### config.mk
export PLATFORM = sky130hd
export DESIGN_NAME = i2c_scl_div
export DESIGN_NICKNAME = d
export VERILOG_FILES = /design/src/rtl/i2c_scl_div_pkg.sv /design/src/rtl/i2c_scl_cfg_hold.sv /design/src/rtl/i2c_scl_pre_cnt.sv /design/src/rtl/i2c_scl_half_cnt.sv /design/src/rtl/i2c_scl_div.sv
export SDC_FILE = /design/constraint.sdc
export NUM_CORES = 1
export LEC_CHECK = 0
export ABC_AREA = 0
export BUFFER_PORTS_ARGS = -buffer_cell sky130_fd_sc_hd__buf_2
export CAP_MARGIN = 0
export CORE_MARGIN = 5
export CORE_UTILIZATION = 58
export DETAILED_ROUTE_END_ITERATION = 12
export GPL_ROUTABILITY_DRIVEN = 0
export GPL_TIMING_DRIVEN = 0
export PLACE_DENSITY = 0.79
export SETUP_SLACK_MARGIN = 0.2
export SYNTH_ARGS = -nofsm -noshare
export SYNTH_HDL_FRONTEND = slang
export SYNTH_SLANG_ARGS = --single-unit
### constraint.sdc
create_clock -name clk_i -period 3.85 [get_ports clk_i]
set_clock_uncertainty 0.05 [all_clocks]
set_input_delay 1.155 -clock clk_i [delete_from_list [all_inputs] [get_ports clk_i]]
set_output_delay 1.155 -clock clk_i [all_outputs]
set_load 0.01 [all_outputs]
### src/rtl/i2c_scl_div_pkg.sv
package i2c_scl_div_pkg;
  localparam int unsigned DIV_W    = 8;
  localparam int unsigned SEL_W    = 2;
  localparam int unsigned PRE_LOG2 = 5;
  localparam int unsigned HALF_W   = DIV_W + 1;

  typedef struct packed {
    logic [SEL_W-1:0] sel;
    logic             filt;
    logic [DIV_W-1:0] div;
  } scl_cfg_t;
endpackage

### src/rtl/i2c_scl_cfg_hold.sv
module i2c_scl_cfg_hold
  import i2c_scl_div_pkg::*;
(
  input  logic     clk_i,
  input  logic     rst_ni,
  input  logic     load_i,
  input  scl_cfg_t cfg_i,
  output scl_cfg_t cfg_o
);
  always_ff @(posedge clk_i or negedge rst_ni) begin
    if (!rst_ni)     cfg_o <= '0;
    else if (load_i) cfg_o <= cfg_i;
  end
endmodule

### src/rtl/i2c_scl_pre_cnt.sv
module i2c_scl_pre_cnt
  import i2c_scl_div_pkg::*;
(
  input  logic             clk_i,
  input  logic             rst_ni,
  input  logic             run_i,
  input  logic [SEL_W-1:0] sel_i,
  output logic             strobe_o
);
  localparam int unsigned PreW = PRE_LOG2;

  logic [PreW-1:0] cnt_q;
  logic [PreW:0]   span;
  logic [PreW-1:0] last;

  // factor = 2^PRE_LOG2 >> sel
  assign span     = (PreW+1)'(1) << (PRE_LOG2 - int'(sel_i));
  assign last     = PreW'(span - (PreW+1)'(1));
  assign strobe_o = (cnt_q == last);

  always_ff @(posedge clk_i or negedge rst_ni) begin
    if (!rst_ni)       cnt_q <= '0;
    else if (!run_i)   cnt_q <= '0;
    else if (strobe_o) cnt_q <= '0;
    else               cnt_q <= cnt_q + PreW'(1);
  end
endmodule

### src/rtl/i2c_scl_half_cnt.sv
module i2c_scl_half_cnt
  import i2c_scl_div_pkg::*;
(
  input  logic             clk_i,
  input  logic             rst_ni,
  input  logic             run_i,
  input  logic             step_i,
  input  logic [DIV_W-1:0] div_i,
  input  logic             filt_i,
  output logic             wrap_o
);
  logic [HALF_W-1:0] cnt_q;
  logic [HALF_W-1:0] last;

  // steps per half = div + 3 + 2*filt, counted from zero
  assign last   = HALF_W'(div_i) + HALF_W'(2) + HALF_W'({filt_i, 1'b0});
  assign wrap_o = step_i && (cnt_q == last);

  always_ff @(posedge clk_i or negedge rst_ni) begin
    if (!rst_ni)      cnt_q <= '0;
    else if (!run_i)  cnt_q <= '0;
    else if (wrap_o)  cnt_q <= '0;
    else if (step_i)  cnt_q <= cnt_q + HALF_W'(1);
  end
endmodule

### src/rtl/i2c_scl_div.sv
module i2c_scl_div
  import i2c_scl_div_pkg::*;
(
  input  logic             clk_i,
  input  logic             rst_ni,
  input  logic             en_i,
  input  logic [SEL_W-1:0] pre_sel_i,
  input  logic             filt_i,
  input  logic [DIV_W-1:0] div_i,
  output logic             tick_o,
  output logic             scl_o
);
  scl_cfg_t cfg_in, cfg_act;
  logic     load, strobe, wrap, scl_q;

  assign cfg_in = '{sel: pre_sel_i, filt: filt_i, div: div_i};
  // capture while idle, or at the end of a full period (low -> high)
  assign load   = !en_i || (wrap && !scl_q);

  i2c_scl_cfg_hold u_cfg (
    .clk_i  (clk_i),
    .rst_ni (rst_ni),
    .load_i (load),
    .cfg_i  (cfg_in),
    .cfg_o  (cfg_act)
  );

  i2c_scl_pre_cnt u_pre (
    .clk_i    (clk_i),
    .rst_ni   (rst_ni),
    .run_i    (en_i),
    .sel_i    (cfg_act.sel),
    .strobe_o (strobe)
  );

  i2c_scl_half_cnt u_half (
    .clk_i  (clk_i),
    .rst_ni (rst_ni),
    .run_i  (en_i),
    .step_i (strobe),
    .div_i  (cfg_act.div),
    .filt_i (cfg_act.filt),
    .wrap_o (wrap)
  );

  always_ff @(posedge clk_i or negedge rst_ni) begin
    if (!rst_ni)    scl_q <= 1'b1;
    else if (!en_i) scl_q <= 1'b1;
    else if (wrap)  scl_q <= ~scl_q;
  end

  assign tick_o = wrap;
  assign scl_o  = scl_q;
endmodule

* After elaboration in Yosys (flattened, before gate mapping)
Cells that the tools add are included.
** Cells by class
- Add/subtract/negate cells :: 6
- Equal/unequal tests :: 4
- Shift operators :: 1
- Mux-type cells :: 7
- Bitwise gates (word level) :: 1
- Reductions and logical operators :: 5
** Operators with widths (count)
- 1-bit by 32-bit left shift with 5-bit output, first input constant :: 1
- 9-bit two-way mux :: 3
- 5-bit two-way mux :: 2
- 8-bit by 2-bit adder with 9-bit output, second input constant :: 1
- 9-bit by 1-bit adder with 9-bit output, second input constant :: 1
- 9-bit by 2-bit adder with 9-bit output :: 1
- 9-bit == test :: 1
- 5-bit by 1-bit adder with 5-bit output, second input constant :: 1
- 5-bit == test :: 1
- 5-bit by 1-bit subtractor with 5-bit output, second input constant :: 1
- 3-bit by 2-bit subtractor with 4-bit output, first input constant :: 1
- 3-bit by 1-bit != test with 1-bit output, second input constant :: 1
- 1-bit logical AND :: 2
- 1-bit logical NOT :: 2
- 1-bit two-way mux :: 2
- 2-bit by 1-bit != test with 1-bit output, second input constant :: 1
- 1-bit logical OR :: 1
- 1-bit NOT :: 1
** Storage, ports and cells
- Register bits :: 26
- Input port bits :: 14

* Depth between registers and ports, before layout
Gate-level depths: netlist of the first run.
- Depth after elaboration :: 7
- Gate-level depth with buffers :: 11
- Depth with buffers taken out :: 10

* Hierarchy
From an unflattened synthesis of the first run, not the netlist that was laid out.
** Unflattened totals
- Cells, all modules :: 135
- Area, all modules :: 1498.9 sq um
** By module, submodules not included
- i2c_scl_half_cnt :: times used 1, cells each 81, area each 718.2 sq um, seq. area each 225.2 sq um
- i2c_scl_cfg_hold :: times used 1, cells each 23, area each 447.9 sq um, seq. area each 275.3 sq um
- i2c_scl_pre_cnt :: times used 1, cells each 26, area each 285.3 sq um, seq. area each 125.1 sq um
- i2c_scl_div :: times used 1, cells each 5, area each 47.5 sq um, seq. area each 26.3 sq um

* Worst setup path after synthesis of the first run
OpenSTA, ideal clock, no wires.
- Path kind :: register to output
- Start :: reg u_cfg.cfg_o[1] (netlist name)
- End :: out tick_o
- Data arrival time :: 2.168 ns
- Data required time :: 2.645 ns
- Path slack :: 0.477 ns
- Stages on the path, launching flop included :: 10
- Buffers on the path :: 0
- Cell sequence :: dfrtp_1 -> inv_1 -> ha_1 -> inv_1 -> ha_1 -> ha_1 -> xor2_1 -> nor4_1 -> nand4b_1 -> nor3_1
** Between the ends
- Cells in the longest elaborated chain, start to end :: 4
** RTL lines
- start: declaration :: RTL line i2c_scl_cfg_hold.sv:8 : output scl_cfg_t cfg_o
- start signal: assignment :: RTL line i2c_scl_cfg_hold.sv:12 : else if (load_i) cfg_o <= cfg_i;
- 8-bit by 2-bit adder with 9-bit output :: RTL line i2c_scl_half_cnt.sv:16 : assign last = HALF_W'(div_i) + HALF_W'(2) + HALF_W'({filt_i, 1'b0});
- 9-bit by 2-bit adder with 9-bit output :: RTL line i2c_scl_half_cnt.sv:16
- 9-bit == test :: RTL line i2c_scl_half_cnt.sv:17 : assign wrap_o = step_i && (cnt_q == last);
- 1-bit logical AND :: RTL line i2c_scl_half_cnt.sv:17
- end: declaration :: RTL line i2c_scl_div.sv:10 : output logic tick_o,
No other way between the ends.

* Worst setup path after layout of the first run
Ends and elaborated chain as after synthesis.

==> key figures, run 1 <==
Layout
  – Share of cells above drive strength 1: 33.9%
  – Most frequent cells in the layout: dfrtp_1 (25), buf_2 (16), nand3_1 (10), mux2_4 (9)
  – Most common cell after layout, fill and taps aside: dfrtp_1
  – Area growth, synth to finish: 18.8%
  – Antenna diodes: 0
  – Final Cell Area: 1870 sq um
  – Nets: 194

Critical path
  – Reg2reg setup slack: 0.91 ns
  – WP data required: 2.64 ns
  – Setup CP Type: reg2out
  – Critical Path End Type: output pin
  – Arrival time at the worst endpoint: 2.32 ns
  – Crit-path max cell delay: 0.38 ns
  – Worst path most repeated cell: inv_1
  – CP max-delay cell: dfrtp_1
  – Startpoint types: flop
  – Cells along the critical path: inv_1 > ha_1 > inv_1 > ha_2 > ha_4 > nand3_2 > o21ai_2 > o2111ai_4 > nor3_4 > buf_2
  – CP max FO: 4
  – Reg2reg path depth: 12

Logic synthesis
  – Synth Warn #: 0
  – Post-Synthesis Cell Area: 1570 sq um
  – Register area share after synthesis: 41.4%
  – Synthesized area per cell: 10.7 sq um
  – Flops & latches, synth: 26
  – Synth cell types: 43
  – Post-synth EDFFs: 0
  – Synth Net Count: 166
  – Synth async-reset ratio: 100%
  – Syn Inst Count: 147
  – Top FF cell, synth: dfrtp_1

Drt
  – Routed Antenna Nets: 0
  – Via/cell ratio: 6.62
  – Post-route DRC: 0
  – DRT Pass-1 Iters: 4
  – Avg WL per Cell: 18.8 microns
  – Initial detailed-routing violation count: 109
  – Via count: 1350
  – Post-Route WL: 3.83 mm

Die
  – IO Count: 16
  – Rows: 18
  – Die W: 62.1 microns
  – Core area: 2540 sq um
  – Initial Util: 61.8%
  – Die area: 3850 sq um
  – Die Ht: 62.1 microns

Timing
  – Highest clock rate: 284 MHz
  – Period utilisation layout: 91.5%
  – Sum Neg Setup Slack: 0 ns
  – Fin crit period: 3.52 ns
  – RSZ-0062 raised after global routing: false
  – Setup-failing EPs final: 0
  – Final WS setup: 0.327 ns
  – Max Slew Vio Count: 0
  – Hold slack: 0.429 ns
  – Slew margin rel.: 52.4%
  – Worst-margin pin slew: 0.708 ns
  – Final Hold Viols: 0

CTS
  – CTS Buffer Depth: 2
  – Hold Buf Count CTS: 0
  – TritonCTS clock tree: yes
  – Worst-Skew Late Latency: 0.32 ns
  – H-tree depth: 1
  – # clock sinks: 26
  – Root buf cell: clkbuf_4
  – Clk pin slew, worst setup/hold paths: 0.14 ns
  – CTS buffer count: 3

Place
  – HPWL after detailed placement: 2.51 mm
  – DP Area: 1690 sq um
  – Pre-CTS WS: 0.0877 ns
  – PortBufs: 15

Global route
  – Largest net degree at the start of global routing: 27
  – Global-route wire length before repair: 5.76 mm
  – Antenna violations before repair: 0
  – GR Util All Layers: 20.6%
  – Number of global-route vias before repair: 1287
  – Grt total ovfl: 0

Power and ir drop
  – Internal: 0.000408 W
  – Flop pwr share: 54.1%
  – Final Total Pwr: 0.000563 W
  – LEAKAGE: 0.814 nW
  – Clock power frac: 24.2%
  – Pwr/cell area: 301 nW/um^2
  – Worst IR Drop VDD: 262 uV
  – Psw: 0.000155 W
  – Combinational cell fraction of total power: 21.7%
  – Switching Fraction: 27.5%

Hold path
  – Tightest Hold Check Type: reg2reg
  – Hold path cells: 1

Run
  – Max Cap Viol: 0

Status
  – Outcome: complete, no violations
==> cell families (layout without fill, tap and decap cells) <==
| family | count (synthesis) | count (layout) | synth area share (%) |
|---|---|---|---|
| buffers and inverters | 13 | 40 | 4.14 |
| adders and majority gates | 5 | 5 | 3.98 |
| xor gates and xnor gates | 12 | 12 | 6.68 |
| DFF | 26 | 26 | 41.4 |
| AOI/OAI and AO/OA | 32 | 32 | 15.9 |
| and+or+nand+nor | 48 | 48 | 17.8 |
| muxes | 11 | 11 | 10.0 |
==> power by group through the flow <==
| stage | Combinational, W | Clock [W] | Sequential [W] |
|---|---|---|---|
| floorplan | 0.0000718 | 0 | 0.000303 |
| global placement | 0.0000915 | 0 | 0.000306 |
| detailed placement | 0.0000959 | 0 | 0.000307 |
| CTS | 0.000100 | 0.000137 | 0.000302 |
| global route | 0.000131 | 0.000153 | 0.000306 |
| finish | 0.000122 | 0.000136 | 0.000304 |
==> Yosys cell counts (2+ instances only) <==
| cell | number | area share (%) |
|---|---|---|
| nand3_1 | 11 | 3.5 |
| nand4b_1 | 2 | 1.1 |
| nand2_1 | 8 | 1.9 |
| nor2_1 | 7 | 1.7 |
| a2111oi_0 | 2 | 1.1 |
| or3_1 | 2 | 0.80 |
| a21oi_1 | 8 | 2.5 |
| or4_1 | 3 | 1.4 |
| or4bb_1 | 2 | 1.4 |
| o211ai_1 | 3 | 1.4 |
| o221ai_1 | 2 | 1.1 |
| clkbuf_1 | 3 | 0.72 |
| mux2_2 | 2 | 1.4 |
| and3_1 | 2 | 0.80 |
| dfrtp_1 | 25 | 40 |
| mux2_4 | 9 | 8.6 |
| buf_6 | 2 | 1.4 |
| o31ai_1 | 5 | 2.4 |
| o21ai_0 | 4 | 1.3 |
| nand4_1 | 2 | 0.80 |
| xnor2_1 | 5 | 2.8 |
| inv_1 | 7 | 1.7 |
| xor2_1 | 7 | 3.9 |
| ha_1 | 5 | 4.0 |
==> worst max-delay path: cells and delay by family (launching register included) <==
family          cells  cell delay [ns]
compound gates      2             0.45
fa+ha+maj           3             0.55
buf+inv             3             0.27
flops               1             0.38
simple gates        2             0.35
==> per-stage QoR <==
step,utilization [%],cells
after detailed placement,66.2,192
after global placement,66.2,192
final,73.4,204
after floorplan,-,147
after global routing,73.4,204
after CTS,69.0,198
==> registers in the layout, summed over array words and instances (netlist names) <==
| name | cells |
|---|---|
| u_half.cnt_q | 9 |
| u_cfg.cfg_o | 11 |
| scl_o | 1 |
| u_pre.cnt_q | 5 |
==> timing repair <==
action | 4_1_cts | 5_1_grt
pin swaps | 3 | 5
resized for setup | 5 | 11
setup buffers | 2 | 6
hold endpoints to repair | 0 | 0
cloned | 0 | 0
endpoints found under the setup margin | 1 | 1
==> layout make-up <==
| class | count | area, sq um |
|---|---|---|
| fillers | 163 | 677 |
| repair buffers | 23 | 135 |
| well taps | 30 | 37.5 |
| plain buffers | 6 | 38.8 |
| flip-flops and latches | 26 | 652 |
| inverters | 7 | 26.3 |
| multi-input cells | 108 | 942 |
| clock buffers | 4 | 36.3 |
==> worst paths after layout <==
path                                        to            from
worst max register to register  u_cfg.cfg_o[5]  u_cfg.cfg_o[1]
min in group asynchronous       u_pre.cnt_q[2]          rst_ni
worst min-delay path            u_pre.cnt_q[0]  u_pre.cnt_q[0]
worst max-delay path                    tick_o  u_cfg.cfg_o[1]
max in group asynchronous                scl_o          rst_ni
worst min register to register  u_pre.cnt_q[0]  u_pre.cnt_q[0]
==> metal layers <==
metal	vias to the layer above	global-route usage (%)	share of wire (%)	wire length, microns
met5	-	0	0	0
met4	0	9.09	1.7	65
met3	8	3.51	5.8	223
met2	63	33.0	51	1970
met1	672	27.3	41	1570
li1	607	-	-	-
No activity file was read; power rests on OpenSTA's default activity.
==> inputs of run 2 (changes only) <==
- CORE_UTILIZATION: 58 -> 62
- PLACE_DENSITY: 0.79 -> 0.82
- clock period: 3.85 -> 4.12 ns (I/O delays scaled with it)
==> run 2 against run 1 <==
Net effect: clock power about the same; final area is 5.2% lower; worst setup slack barely moved; cell count down 2.5%; combinational power fell by 19%; hold slack better by 0.019 ns; largest cell class unchanged; highest routed layer unchanged.
==> key figures, run 2 (synthesized netlist as in run 1, its figures left out) <==
Status
  – Outcome: complete, no violations

Timing
  – Final WS setup: 0.327 ns (-0.000294 ns)
  – Sum Neg Setup Slack: 0 ns (unchanged)
  – Worst-margin pin slew: 0.660 ns (-0.0473 ns)
  – Fin crit period: 3.79 ns
  – Max Slew Vio Count: 0 (unchanged)
  – Setup-failing EPs final: 0 (unchanged)
  – Highest clock rate: 264 MHz
  – Slew margin rel.: 55.6% (+3.2 points)
  – RSZ-0062 raised after global routing: false
  – Final Hold Viols: 0 (unchanged)
  – Period utilisation layout: 92.1%

Critical path
  – Critical R2R Capture: u_cfg.cfg_o[1]
  – Startpoint types: flop
  – WP data required: 2.83 ns (+0.19 ns)
  – Critical Path End Type: output pin
  – Reg2reg setup slack: 1.07 ns (+0.16 ns)
  – Reg2reg path depth: 12 (unchanged)
  – CP max FO: 2 (-2)
  – Reg-to-reg startpoint: u_cfg.cfg_o[1]
  – Arrival time at the worst endpoint: 2.51 ns (+0.19 ns)
  – Setup CP Type: reg2out

Die
  – Die Ht: 60.4 microns (-2.8%)
  – Die area: 3640 sq um (-5.4%)
  – Initial Util: 64.1% (+2.3 points)
  – Rows: 18 (unchanged)
  – Core area: 2450 sq um (-3.5%)
  – IO Count: 16 (unchanged)
  – Die W: 60.4 microns (-2.8%)

CTS
  – CTS buffer count: 3 (unchanged)
  – Worst-Skew Late Latency: 0.33 ns (about the same)
  – Root buf cell: clkbuf_4
  – CTS Buffer Depth: 2 (unchanged)
  – Hold Buf Count CTS: 0 (unchanged)
  – Clk pin slew, worst setup/hold paths: 0.15 ns (about the same)
  – # clock sinks: 26 (unchanged)
  – H-tree depth: 1 (unchanged)
  – TritonCTS clock tree: yes

Drt
  – Highest Signal Layer: met4
  – Met1 Routed Length: 1.47 mm (-6.4%)
  – Initial detailed-routing violation count: 64 (-41%)
  – Post-Route WL: 3.44 mm (-10%)
  – DR WL met3: 190 microns (-15%)
  – Avg WL per Cell: 17.3 microns (-7.8%)
  – Via/cell ratio: 6.49 (-1.9%)
  – Post-route DRC: 0 (unchanged)
  – DRT Pass-1 Iters: 5 (+1)
  – Via count: 1292 (-4.3%)
  – Wire length on met2: 1.71 mm (-13%)
  – Routed Antenna Nets: 0 (unchanged)

Layout
  – Filler cells: 173 (+6.1%)
  – Antenna diodes: 0 (unchanged)
  – Nets: 189 (-2.6%)
  – Max reg flops: 11 (unchanged)
  – Register Area: 652 sq um (unchanged)
  – Area growth, synth to finish: 12.6%
  – Finished Layout Cells: 199 (-2.5%)
  – Share of cells above drive strength 1: 29.0% (-4.9 points)
  – Most frequent cells in the layout: dfrtp_1 (25), buf_2 (16), nand3_1 (11), mux2_4 (9)
  – Most common cell after layout, fill and taps aside: dfrtp_1
  – Largest regs: u_cfg.cfg_o x11, u_half.cnt_q x9, u_pre.cnt_q x5
  – Reg with most FFs: u_cfg.cfg_o
  – Multi-input gate area: 883 sq um (-6.2%)

Place
  – HPWL after detailed placement: 2.38 mm (-5.1%)
  – PortBufs: 15 (unchanged)
  – Dpl cells: 192 (unchanged)
  – Pre-CTS WS: 0.316 ns (+0.228 ns)

Hold path
  – Worst hold endpoint: u_pre.cnt_q[0]
  – Hold path cells: 1 (unchanged)
  – Hold wc startpoint: u_pre.cnt_q[0]
  – Tightest Hold Check Type: reg2reg

Global route
  – Global-route wire length before repair: 5.54 mm (-3.8%)
  – Largest net degree at the start of global routing: 27 (unchanged)
  – Antenna violations before repair: 0 (unchanged)
  – Number of global-route vias before repair: 1241 (-3.6%)
  – Grt total ovfl: 0 (unchanged)
  – GR Util All Layers: 20.1% (-0.45 points)

Run
  – Max Cap Viol: 0 (unchanged)

Power and ir drop
  – LEAKAGE: 0.772 nW (-5.2%)
  – Pwr/cell area: 291 nW/um^2 (-3.3%)
  – Worst IR Drop VDD: 343 uV (+31%)
## run 2: how the worst max path moves through the flow
stage	cells after the start	start	end
2_1_floorplan	9	u_cfg.cfg_o[1]	tick_o
3_3_place_gp	10	u_cfg.cfg_o[1]	tick_o
3_5_place_dp	10	u_cfg.cfg_o[1]	tick_o
4_1_cts	10	u_cfg.cfg_o[1]	tick_o
5_1_grt	10	u_cfg.cfg_o[8]	tick_o
6_report	10	u_cfg.cfg_o[1]	tick_o
## run 2: per-stage QoR
step	total power, W	util (%)	cell area (sq um)	hold WS, ns
6_report	0.000516	72.2	1770	0.448
5_1_grt	0.000541	72.2	1770	0.476
4_1_cts	0.000510	70.9	1740	0.455
3_5_place_dp	0.000377	68.7	1690	0.437
3_3_place_gp	0.000371	68.7	1690	0.395
2_1_floorplan	0.000350	-	1570	0.383
## run 2: worst max-delay path, cell delays in order (launching register included)
cell and delay [ns]:
dfrtp_1 0.38, inv_1 0.05, ha_1 0.18, inv_1 0.05
ha_1 0.16, ha_2 0.27, xor2_1 0.16, nor4_1 0.29
nand4b_1 0.20, nor3_2 0.26, buf_2 0.17
## run 2: layout make-up
type / count / share of cell area (%)
tap: 30 / 2.12
multi-input combinational: 108 / 49.9
clock buffer: 4 / 2.05
timing repair buffer: 18 / 5.51
buffer: 6 / 2.19
inverter: 7 / 1.48
sequential: 26 / 36.8
## run 2: power breakdown
part	total (W)	internal (W)	switching [W]
clock network	0.000135	0.0000542	0.0000805
logic	0.0000990	0.0000512	0.0000479
registers	0.000282	0.000269	0.0000134
total	0.000516	0.000374	0.000142
## run 2: repair_timing
item / in CTS / in global routing
resized for setup: 1 / 5
pin swaps: 2 / 1
endpoints found under the setup margin: 1 / 1
gates cloned: 0 / 0
buffers inserted: 2 / 1
## run 2: per-layer routing
layer / track usage, % / vias to the layer above
met2: 32.4 / 44
met1: 25.7 / 643
met5: 0 / -
met3: 3.62 / 9
li1: - / 596
met4: 11.1 / 0
==> inputs of run 3 (changes only) <==
- BUFFER_PORTS_ARGS: -buffer_cell sky130_fd_sc_hd__buf_2 -> unset
- CORE_UTILIZATION: 62 -> 65
- DONT_BUFFER_PORTS: unset -> 1
- PLACE_DENSITY: 0.82 -> 0.8
==> run 3 against run 2 <==
Net effect: maximum frequency rose by 0.39%; sequential share of layout area rose by 2.2 points; total power fell by 4.3%; global-route usage rose by 0.97 points; critical endpoint unchanged; largest cell class unchanged; largest power group unchanged; highest routed layer unchanged.
==> key figures, run 3 (synthesized netlist as in run 1, its figures left out) <==
Timing
  – Final Hold Viols: 0 (unchanged)
  – Worst-margin pin slew: 0.653 ns (-0.00758 ns)
  – Highest clock rate: 265 MHz (+0.39%)
  – Fin crit period: 3.78 ns (-0.0146 ns)
  – Final WS setup: 0.342 ns (+0.0146 ns)
  – Period utilisation layout: 91.7% (-0.35 points)
  – Sum Neg Setup Slack: 0 ns (unchanged)
  – RSZ-0062 raised after global routing: false
  – Slew margin rel.: 56.1% (+0.51 points)
  – Max Slew Vio Count: 0 (unchanged)
  – Setup-failing EPs final: 0 (unchanged)

Drt
  – Routed Antenna Nets: 0 (unchanged)
  – Post-route DRC: 0 (unchanged)
  – Via/cell ratio: 6.55 (+0.89%)
  – DRT Pass-1 Iters: 4 (-1)
  – Avg WL per Cell: 17.9 microns (+3.4%)
  – Post-Route WL: 3.22 mm (-6.5%)
  – Via count: 1179 (-8.7%)
  – Initial detailed-routing violation count: 29 (-55%)

Power and ir drop
  – Internal: 0.000367 W (-1.8%)
  – Switching Fraction: 25.6% (-1.8 points)
  – Psw: 0.000127 W (-11%)
  – Worst IR Drop VDD: 231 uV (-33%)
  – Clock power frac: 26.1% (about the same)
  – Combinational cell fraction of total power: 16.8% (-2.4 points)
  – Pwr/cell area: 296 nW/um^2 (+1.5%)
  – LEAKAGE: 0.716 nW (-7.3%)
  – Flop pwr share: 57.1% (+2.4 points)

Critical path
  – Startpoint types: flop
  – WP data required: 2.83 ns (about the same)
  – Reg2reg path depth: 12 (unchanged)
  – Reg-to-reg startpoint: u_cfg.cfg_o[1]
  – Critical R2R Capture: u_cfg.cfg_o[7]
  – CP max FO: 4 (+2)
  – Critical Path End Type: output pin
  – Reg2reg setup slack: 0.98 ns (-0.09 ns)
  – Setup CP Type: reg2out
  – Arrival time at the worst endpoint: 2.49 ns (-0.02 ns)

Global route
  – Antenna violations before repair: 0 (unchanged)
  – Largest net degree at the start of global routing: 27 (unchanged)
  – GR Util All Layers: 21.1% (+0.97 points)
  – Number of global-route vias before repair: 1211 (-2.4%)
  – Global-route wire length before repair: 5.63 mm (+1.6%)
  – Grt total ovfl: 0 (unchanged)

Layout
  – Share of cells above drive strength 1: 20.4% (-8.6 points)
  – Area growth, synth to finish: 6.28%
  – Most frequent cells in the layout: dfrtp_1 (25), nand3_1 (11), mux2_4 (9), a21oi_1 (8), nand2_1 (8)
  – Max reg flops: 11 (unchanged)
  – Largest regs: u_cfg.cfg_o x11, u_half.cnt_q x9, u_pre.cnt_q x5
  – Final Cell Area: 1670 sq um (-5.6%)
  – Most common cell after layout, fill and taps aside: dfrtp_1
  – Nets: 172 (-9.0%)
  – Reg with most FFs: u_cfg.cfg_o
  – Filler cells: 181 (+4.6%)
  – Antenna diodes: 0 (unchanged)

CTS
  – H-tree depth: 1 (unchanged)
  – Worst-Skew Late Latency: 0.33 ns (about the same)
  – Hold Buf Count CTS: 0 (unchanged)
  – TritonCTS clock tree: yes
  – # clock sinks: 26 (unchanged)
  – Root buf cell: clkbuf_4
  – CTS Buffer Depth: 2 (unchanged)
  – CTS buffer count: 3 (unchanged)
  – Clk pin slew, worst setup/hold paths: 0.14 ns (about the same)

Place
  – DP Area: 1610 sq um (-4.6%)
  – PortBufs: 0 (-15)
  – Pre-CTS WS: 0.317 ns (+0.00136 ns)
  – HPWL after detailed placement: 2.39 mm (+0.50%)

Hold path
  – Worst hold endpoint: u_pre.cnt_q[0]
  – Tightest Hold Check Type: reg2reg
  – Hold path cells: 1 (unchanged)
  – Hold wc startpoint: u_pre.cnt_q[0]

Run
  – Max Cap Viol: 0 (unchanged)

Die
  – Die W: 59.2 microns (-1.9%)
  – Core area: 2250 sq um (-8.2%)
  – Die Ht: 59.2 microns (-1.9%)
  – Rows: 17 (-1)
  – Initial Util: 69.8% (+5.7 points)
  – IO Count: 16 (unchanged)
  – Die area: 3500 sq um (-3.9%)

Status
  – Outcome: complete, no violations
## run 3: changes by cell type in the layout (fill, tap and decap cells not counted), sizes merged
cell / previous run / this run
buf: 21 / 4
## run 3: how the worst max path moves through the flow
stage                         startpoint     end  slack (ns)  depth (start not counted)
after floorplan           u_cfg.cfg_o[1]  tick_o        0.67                          9
after global placement    u_cfg.cfg_o[1]  tick_o        0.37                          9
after detailed placement  u_cfg.cfg_o[1]  tick_o        0.32                          9
after CTS                 u_cfg.cfg_o[1]  tick_o        0.29                          9
after global routing      u_cfg.cfg_o[1]  tick_o        0.22                          9
final                     u_cfg.cfg_o[1]  tick_o        0.34                          9
## run 3: area by class of cell
class | instances | area (sq um) | area share (%)
well taps | 28 | 35.0 | 2.10
multi-input cells | 108 | 876 | 52.4
flip-flops and latches | 26 | 652 | 39.0
clock buffers | 4 | 36.3 | 2.17
plain buffers | 6 | 38.8 | 2.32
inverters | 7 | 26.3 | 1.57
repair buffers | 1 | 7.51 | 0.449
## run 3: timing repair
action,in CTS,in global routing
gates resized for setup,2,3
hold endpoints to repair,0,0
setup buffers,1,0
endpoints found under the setup margin,1,1
pin swaps,1,1
## run 3: power groups by stage
stage	combinational (W)	clock, W	sequential, W
2_1_floorplan	0.0000671	0	0.000283
3_3_place_gp	0.0000742	0	0.000286
3_5_place_dp	0.0000785	0	0.000287
4_1_cts	0.0000806	0.000130	0.000282
5_1_grt	0.0000903	0.000143	0.000285
6_report	0.0000831	0.000129	0.000282
## run 3: per-layer routing
| metal | GRT usage [%] | share of wire [%] | up-vias |
|---|---|---|---|
| met5 | 0 | 0 | - |
| met4 | 9.71 | 2.2 | 0 |
| met3 | 4.58 | 4.3 | 6 |
| met2 | 33.4 | 48 | 29 |
| met1 | 27.4 | 45 | 579 |
| li1 | - | - | 565 |
## run 3: metrics by stage
step	instances	utilization [%]	total power, W	hold WS [ns]
floorplan	147	-	0.000350	0.383
global placement	175	71.3	0.000360	0.400
detailed placement	175	71.3	0.000365	0.405
CTS	180	73.8	0.000493	0.425
global route	180	74.1	0.000518	0.454
finish	180	74.1	0.000494	0.420
## run 3: critical path: stages, from the launching register on
cell	delay, ns
dfrtp_1	0.41
inv_1	0.06
ha_1	0.14
inv_1	0.04
ha_1	0.19
ha_1	0.29
xor2_1	0.16
nor4_1	0.26
nand4b_1	0.23
nor3_4	0.37
